[src/rtl/pla_pkg.sv]
package pla_pkg;

  function automatic int unsigned cfg_width(input int unsigned n_in,
                                            input int unsigned n_out,
                                            input int unsigned n_term);
    return 2 * n_in * n_term + n_out * n_term + n_out;
  endfunction

  function automatic int unsigned lit_index(input int unsigned inp,
                                            input int unsigned inv);
    return 2 * inp + inv;
  endfunction

endpackage

[src/rtl/pla_cfg_chain.sv]
module pla_cfg_chain #(
  parameter int unsigned W = 34
) (
  input  logic         clk,
  input  logic         rst,
  input  logic         shift_en,
  input  logic         ser_in,
  output logic [W-1:0] cfg_q
);

  // Newest bit enters at the top; after W shifts the first bit sits at index 0.
  always_ff @(posedge clk) begin
    if (rst) begin
      cfg_q <= '0;
    end else if (shift_en) begin
      if (W > 1) begin
        cfg_q <= {ser_in, cfg_q[W-1:1]};
      end else begin
        cfg_q <= ser_in;
      end
    end
  end

endmodule

[src/rtl/pla_lit_gen.sv]
module pla_lit_gen #(
  parameter int unsigned N_IN = 3,
  localparam int unsigned LIT_W = 2 * N_IN
) (
  input  logic [N_IN-1:0]  in_vec,
  output logic [LIT_W-1:0] lits
);

  for (genvar i = 0; i < N_IN; i++) begin : g_lit
    assign lits[pla_pkg::lit_index(i, 0)] = in_vec[i];
    assign lits[pla_pkg::lit_index(i, 1)] = ~in_vec[i];
  end

endmodule

[src/rtl/pla_and_plane.sv]
module pla_and_plane #(
  parameter int unsigned N_IN   = 3,
  parameter int unsigned N_TERM = 4,
  localparam int unsigned LIT_W = 2 * N_IN,
  localparam int unsigned CFG_W = LIT_W * N_TERM
) (
  input  logic [LIT_W-1:0]  lits,
  input  logic [CFG_W-1:0]  and_cfg,
  output logic [N_TERM-1:0] terms
);

  for (genvar t = 0; t < N_TERM; t++) begin : g_term
    logic [LIT_W-1:0] sel;
    assign sel      = and_cfg[t*LIT_W +: LIT_W];
    // Unselected literals are forced to 1, so an empty term is 1.
    assign terms[t] = &(lits | ~sel);
  end

endmodule

[src/rtl/pla_or_plane.sv]
module pla_or_plane #(
  parameter int unsigned N_TERM = 4,
  parameter int unsigned N_OUT  = 2,
  localparam int unsigned CFG_W = N_TERM * N_OUT
) (
  input  logic [N_TERM-1:0] terms,
  input  logic [CFG_W-1:0]  or_cfg,
  output logic [N_OUT-1:0]  sums
);

  for (genvar o = 0; o < N_OUT; o++) begin : g_sum
    assign sums[o] = |(terms & or_cfg[o*N_TERM +: N_TERM]);
  end

endmodule

[src/rtl/pla_out_stage.sv]
module pla_out_stage #(
  parameter int unsigned N_OUT = 2
) (
  input  logic [N_OUT-1:0] sums,
  input  logic [N_OUT-1:0] pol,
  input  logic             blank,
  output logic [N_OUT-1:0] outs
);

  always_comb begin
    if (blank) begin
      outs = '0;
    end else begin
      outs = sums ^ pol;
    end
  end

endmodule

[src/rtl/pla_emu.sv]
module pla_emu #(
  parameter int unsigned N_IN   = 3,
  parameter int unsigned N_OUT  = 2,
  parameter int unsigned N_TERM = 4
) (
  input  logic             clk,
  input  logic             rst,
  input  logic             cfg_en,
  input  logic             cfg_din,
  input  logic [N_IN-1:0]  lgc_in,
  output logic [N_OUT-1:0] lgc_out
);

  localparam int unsigned LIT_W = 2 * N_IN;
  localparam int unsigned AND_W = LIT_W * N_TERM;
  localparam int unsigned OR_W  = N_OUT * N_TERM;
  localparam int unsigned W     = pla_pkg::cfg_width(N_IN, N_OUT, N_TERM);

  logic [W-1:0]      cfg_q;
  logic [LIT_W-1:0]  lits;
  logic [N_TERM-1:0] terms;
  logic [N_OUT-1:0]  sums;

  pla_cfg_chain #(.W(W)) u_chain (
    .clk      (clk),
    .rst      (rst),
    .shift_en (cfg_en),
    .ser_in   (cfg_din),
    .cfg_q    (cfg_q)
  );

  pla_lit_gen #(.N_IN(N_IN)) u_lits (
    .in_vec (lgc_in),
    .lits   (lits)
  );

  pla_and_plane #(.N_IN(N_IN), .N_TERM(N_TERM)) u_and (
    .lits    (lits),
    .and_cfg (cfg_q[AND_W-1:0]),
    .terms   (terms)
  );

  pla_or_plane #(.N_TERM(N_TERM), .N_OUT(N_OUT)) u_or (
    .terms  (terms),
    .or_cfg (cfg_q[AND_W+OR_W-1:AND_W]),
    .sums   (sums)
  );

  pla_out_stage #(.N_OUT(N_OUT)) u_out (
    .sums  (sums),
    .pol   (cfg_q[W-1:AND_W+OR_W]),
    .blank (cfg_en),
    .outs  (lgc_out)
  );

endmodule

[config.mk]
export PLATFORM = sky130hd
export DESIGN_NAME = pla_emu
export DESIGN_NICKNAME = d
export VERILOG_FILES = /design/src/rtl/pla_pkg.sv /design/src/rtl/pla_cfg_chain.sv /design/src/rtl/pla_lit_gen.sv /design/src/rtl/pla_and_plane.sv /design/src/rtl/pla_or_plane.sv /design/src/rtl/pla_out_stage.sv /design/src/rtl/pla_emu.sv
export SDC_FILE = /design/constraint.sdc
export NUM_CORES = 1
export LEC_CHECK = 0
export ABC_CLOCK_PERIOD_IN_PS = 1400
export BUFFER_PORTS_ARGS = -buffer_cell sky130_fd_sc_hd__buf_2
export CAP_MARGIN = 30
export CORE_MARGIN = 3
export CORE_UTILIZATION = 51
export DETAILED_ROUTE_END_ITERATION = 7
export PLACE_DENSITY_LB_ADDON = 0.12
export SYNTH_ARGS = -nofsm -noshare
export SYNTH_HDL_FRONTEND = slang
export SYNTH_HIERARCHICAL = 1
export SYNTH_SLANG_ARGS = --single-unit
[constraint.sdc]
create_clock -name clk -period 1.4 [get_ports clk]
set_input_delay 0.14 -clock clk [delete_from_list [all_inputs] [get_ports clk]]
set_output_delay 0.14 -clock clk [all_outputs]
set_load 0.05 [all_outputs]
## Yosys cells after proc, flatten, opt, wreduce, memory -nomap -nowiden

Index checks and enable logic that the tools add are counted.

| cells by class | value |
|---|---|
| add/sub/neg operators | 0 |
| $mul | 0 |
| divide/modulo/power cells | 0 |
| $lt $le $gt $ge | 0 |
| eq/ne operators | 0 |
| shift operators | 0 |
| mux-type cells | 1 |
| bitwise logic cells | 14 |
| reduce and logical (&&, ||, !) cells | 6 |

Operators with widths:

| cell | number |
|---|---|
| $not 6->6 | 4 |
| $or 6x6->6 | 4 |
| $reduce_and 6->1 | 4 |
| $and 4x4->4 | 2 |
| $reduce_or 4->1 | 2 |
| $not 1->1 | 3 |
| $mux 2 | 1 |
| $xor 2x2->2 | 1 |

| word-level totals | value |
|---|---|
| register bits | 34 |
| bits in latches | 0 |
| bits in writable memories | 0 |
| memory bits (read-only) | 0 |
| input bits | 7 |
| output and inout bits | 2 |
| word-level logic and storage cells | 22 |
| memories kept | 0 |

## Longest topological paths before layout

| depth | value |
|---|---|
| depth in word-level cells | 7 |
| gate-level depth with buffers | 7 |
| gate-level depth less buffers | 7 |

## Hierarchy

The synthesis kept the hierarchy.

By module, submodules not included:

| module | instances | cells an instance | area each (µm²) | seq. area each (µm²) |
|---|---|---|---|---|
| pla_cfg_chain | 1 | 110 | 1238.7 | 680.7 |
| pla_and_plane | 1 | 40 | 205.2 | 0.0 |
| pla_or_plane | 1 | 6 | 37.5 | 0.0 |
| pla_lit_gen | 1 | 6 | 33.8 | 0.0 |
| pla_out_stage | 1 | 4 | 25.0 | 0.0 |

## Worst setup path before layout

No wires, ideal clock.

| timing | value |
|---|---|
| kind | flip-flop to output port |
| start | reg u_chain.cfg_q[1] |
| end | out lgc_out[0] |
| arrival time | 1610 ps |
| required time | 1260 ps |
| setup slack | -350 ps |
| stages on the path, launching flop included | 8 |
| buffers on the path | 0 |
| path through | dfxtp_1 -> inv_1 -> o22ai_1 -> nor3_2 -> a22oi_1 -> nand2_1 -> xnor2_1 -> nor2_1 |

| between the ends | value |
|---|---|
| word-level cells in the longest chain between the ends | 7 |

RTL lines:

| element | RTL line | text |
|---|---|---|
| start, declared | pla_cfg_chain.sv:8 | `output logic [W-1:0] cfg_q` |
| start signal, assigned | pla_cfg_chain.sv:17 | `cfg_q <= {ser_in, cfg_q[W-1:1]};` |
| start signal, assigned | pla_cfg_chain.sv:19 | `cfg_q <= ser_in;` |
| $not 6->6 | pla_and_plane.sv:16 | `assign terms[t] = &(lits \| ~sel);` |
| $or 6x6->6 | pla_and_plane.sv:16 |  |
| $reduce_and 6->1 | pla_and_plane.sv:16 |  |
| via terms[0] | pla_emu.sv:21 | `logic [N_TERM-1:0] terms;` |
| $and 4x4->4 | pla_or_plane.sv:12 | `assign sums[o] = \|(terms & or_cfg[o*N_TERM +: N_TERM]);` |
| $reduce_or 4->1 | pla_or_plane.sv:12 |  |
| via sums[0] | pla_emu.sv:22 | `logic [N_OUT-1:0] sums;` |
| $xor 2x2->2 | pla_out_stage.sv:14 | `outs = sums ^ pol;` |
| $mux 2 | pla_out_stage.sv:11 | `if (blank) begin` |
| end, declared | pla_emu.sv:11 | `output logic [N_OUT-1:0] lgc_out` |

The timed path passes the listed nets, and every way through them passes these cells.

## Final worst setup path

| timing | value |
|---|---|
| start | reg u_chain.cfg_q[22] |
| end | out lgc_out[0] |

Same word-level chain as after synthesis.

==> out/results.tsv <==
metric	value	unit
status	finished with violations	
violated checks	negative setup slack	
area share of and/or/nand/nor cells after synthesis	0.1186	
largest family of logic cells by synthesized area	multiplexers	
routed vias/inst	5.164	
max_cap viols	0	
worst hold path type	in -> reg	
IO Pins	9	
sequential-to-total area share from yosys stat	0.4419	
worst-path fanout max	2	
cell area after layout	1906	um2
Largest Register	u_chain/cfg_q	
CTS Hold Bufs	0	
Std-Cell Rows	19	
mux cell area share after synthesis	0.2210	
Synthesized Nets	173	
RSZ-0062 raised after global routing	yes	
Nets	202	
grt total ovfl	0	
Port Buf Inserts	8	
drt total wl	3032	um
Yosys cell types	14	
FF-to-FF End	u_chain/cfg_q[11]$_SDFFE_PP0P_	
CTS Root Cell	clkbuf_4	
setup ws final	-0.3970	ns
startpoint types	flop	
DRC viols	0	
Max Freq	556.5	MHz
CP startpoint	u_chain/cfg_q[22]$_SDFFE_PP0P_	
die area	3716	um2
area of the core	2805	um2
DR WL/cell	13.42	um
clk_lat worst skew	0.34	ns
Cells after Synth	166	
Post-DP HPWL	2071	um
number of synthesized register bits	34	
Static Leak	0.8281	nW
initial core utilization	0.5491	
CTS Buf Count	5	
Setup WS pre-CTS	-0.1907	ns
FF-to-FF setup slack	0.58	ns
crit path DAT	1.66	ns
Yosys warnings	6	
maximum vdd drop	577.6	uV
vias in the first global route	1180	
largest net degree at the start of global routing	35	
worst rel slew slack	0.6058	
Die Wd	60.96	um
biggest regs	u_chain/cfg_q (34)	
Synth Cell Area	1540	um2
Area growth, synth to finish	23.72	%
post-synthesis compound-gate area fraction	0.06824	
Endpoint, Worst Hold	u_chain/cfg_q[33]$_SDFFE_PP0P_	
area post-placement	1727	um2
clock buffer depth	2	
hold path start	cfg_din	
ANT nets after route	0	
minimum clock period	1.797	ns
DRT iter0 DRCs	50	
P per Cell Area	837.6	nW/um2
adder-cell share of the synthesized area	0	
Worst-Margin Slew	0.5913	ns
final worst path period share	1.284	
critical path class	reg -> out	
endpoints failing setup	2	
1st-pass router iterations	4	
filler instances	239	
Die Span Y	60.96	um
max reg flops	34	
critical path required time	1.26	ns
Reg2Reg Depth	3	
# H-tree levels	2	
worst hold stages	3	
Design Power	1.596	mW
ratio of cells with drive above 1 in the final layout	0.3846	
Final Hold Viols	0	
gr usage total	0.1899	
clock-pin slew on the worst setup and hold paths	0.10	ns
TritonCTS clock tree	built	
DR vias	1167	
ant diodes	0	
crit path capture type	output port	
clk_skew	0.007690	ns
Num Clock Sinks	34	
Pins Over Slew Limit	0	
initial antenna violation count	0	
first-pass GRT wire length	5092	um
syn avg cell area	9.278	um2
fraction of synthesized cell area in xor and xnor cells	0.01137	
r2r startpoint	u_chain/cfg_q[12]$_SDFFE_PP0P_	
Placer Congestion	0.7576	
==> synth_stat cells <==
cell     count  area [um2]
a22oi_1      4       30.03
buf_1        1       3.750
buf_12       3       60.06
buf_2        3       15.01
buf_4        3       22.52
buf_6        1       11.26
dfxtp_1     34       680.7
inv_1       27       101.4
mux2i_1     34       340.3
nand2_1      2       7.510
nor2_1      36       135.1
nor3_2       4       40.04
o22ai_1     12       75.07
xnor2_1      2       17.52
==> worst max-delay path: stages (launching register included) <==
cell	delay (ns)
dfxtp_2	0.35
inv_2	0.04
o22ai_2	0.19
nor3_2	0.07
a22oi_1	0.14
nand2_1	0.11
xnor2_2	0.21
nor2_4	0.05
buf_8	0.15
==> routing by layer <==
layer	wire length, um	global-route usage	vias up
met4	94	0.09288	0
met5	0	0	-
li1	-	-	590
met2	1496	0.3160	17
met1	1338	0.2173	550
met3	103	0.06383	10
==> logic make-up after synthesis <==
logic type | after synthesis
simple gates | 42
buf+inv | 38
mux | 34
flops | 34
compound gates | 16
xor+xnor | 2
==> through the flow <==
step	util	setup TNS (ns)	std cells	hold slack, ns
2_1_floorplan	-	-0.004853	166	0.2872
3_3_place_gp	0.6155	-0.3324	218	0.3725
3_5_place_dp	0.6155	-0.3583	218	0.3855
4_1_cts	0.6717	-0.7846	225	0.02142
5_1_grt	0.6793	-1.020	226	0.03588
6_report	0.6793	-0.7813	226	0.03040
==> power breakdown <==
group	internal [mW]	switching, mW	total, mW
clock network	0.189	0.303	0.492
registers	0.969	0.00418	0.974
logic	0.0518	0.0786	0.130
total	1.21	0.386	1.60
==> layout make-up <==
type                       instances  area [um2]  share of cell area
inverter                          27       101.3             0.05318
timing repair buffer              33       272.8              0.1431
clock buffer                       7       45.04             0.02364
sequential                        34       696.9              0.3657
tap                               31       38.79             0.02035
multi-input combinational         94       750.7              0.3940
==> worst max path at each step <==
stage            endpoint  slack, ns  cells after the start
6_report       lgc_out[0]      -0.40                      8
5_1_grt        lgc_out[1]      -0.52                      8
4_1_cts        lgc_out[1]      -0.39                      8
3_5_place_dp   lgc_out[0]      -0.19                      9
3_3_place_gp   lgc_out[0]      -0.17                      9
2_1_floorplan  lgc_out[0]     -0.005                      7
==> layout by cell type, fill, tap and decap left out <==
cell      instances
a22oi_1           4
buf_12            2
buf_2             6
buf_4            23
buf_8             2
clkbuf_1          2
clkbuf_4          5
dfxtp_1          21
dfxtp_2          13
inv_1            23
inv_2             4
mux2i_1          34
nand2_1           2
nor2_1           34
nor2_4            2
nor3_2            4
o22ai_2          12
xnor2_2           2
==> what timing repair did <==
action,4_1_cts,5_1_grt
endpoints found under the setup margin,2,2
cloned,0,0
gates resized for setup,27,10
pin swaps,4,5
buffers inserted,0,1
No activity file was read; power rests on OpenSTA's default activity.
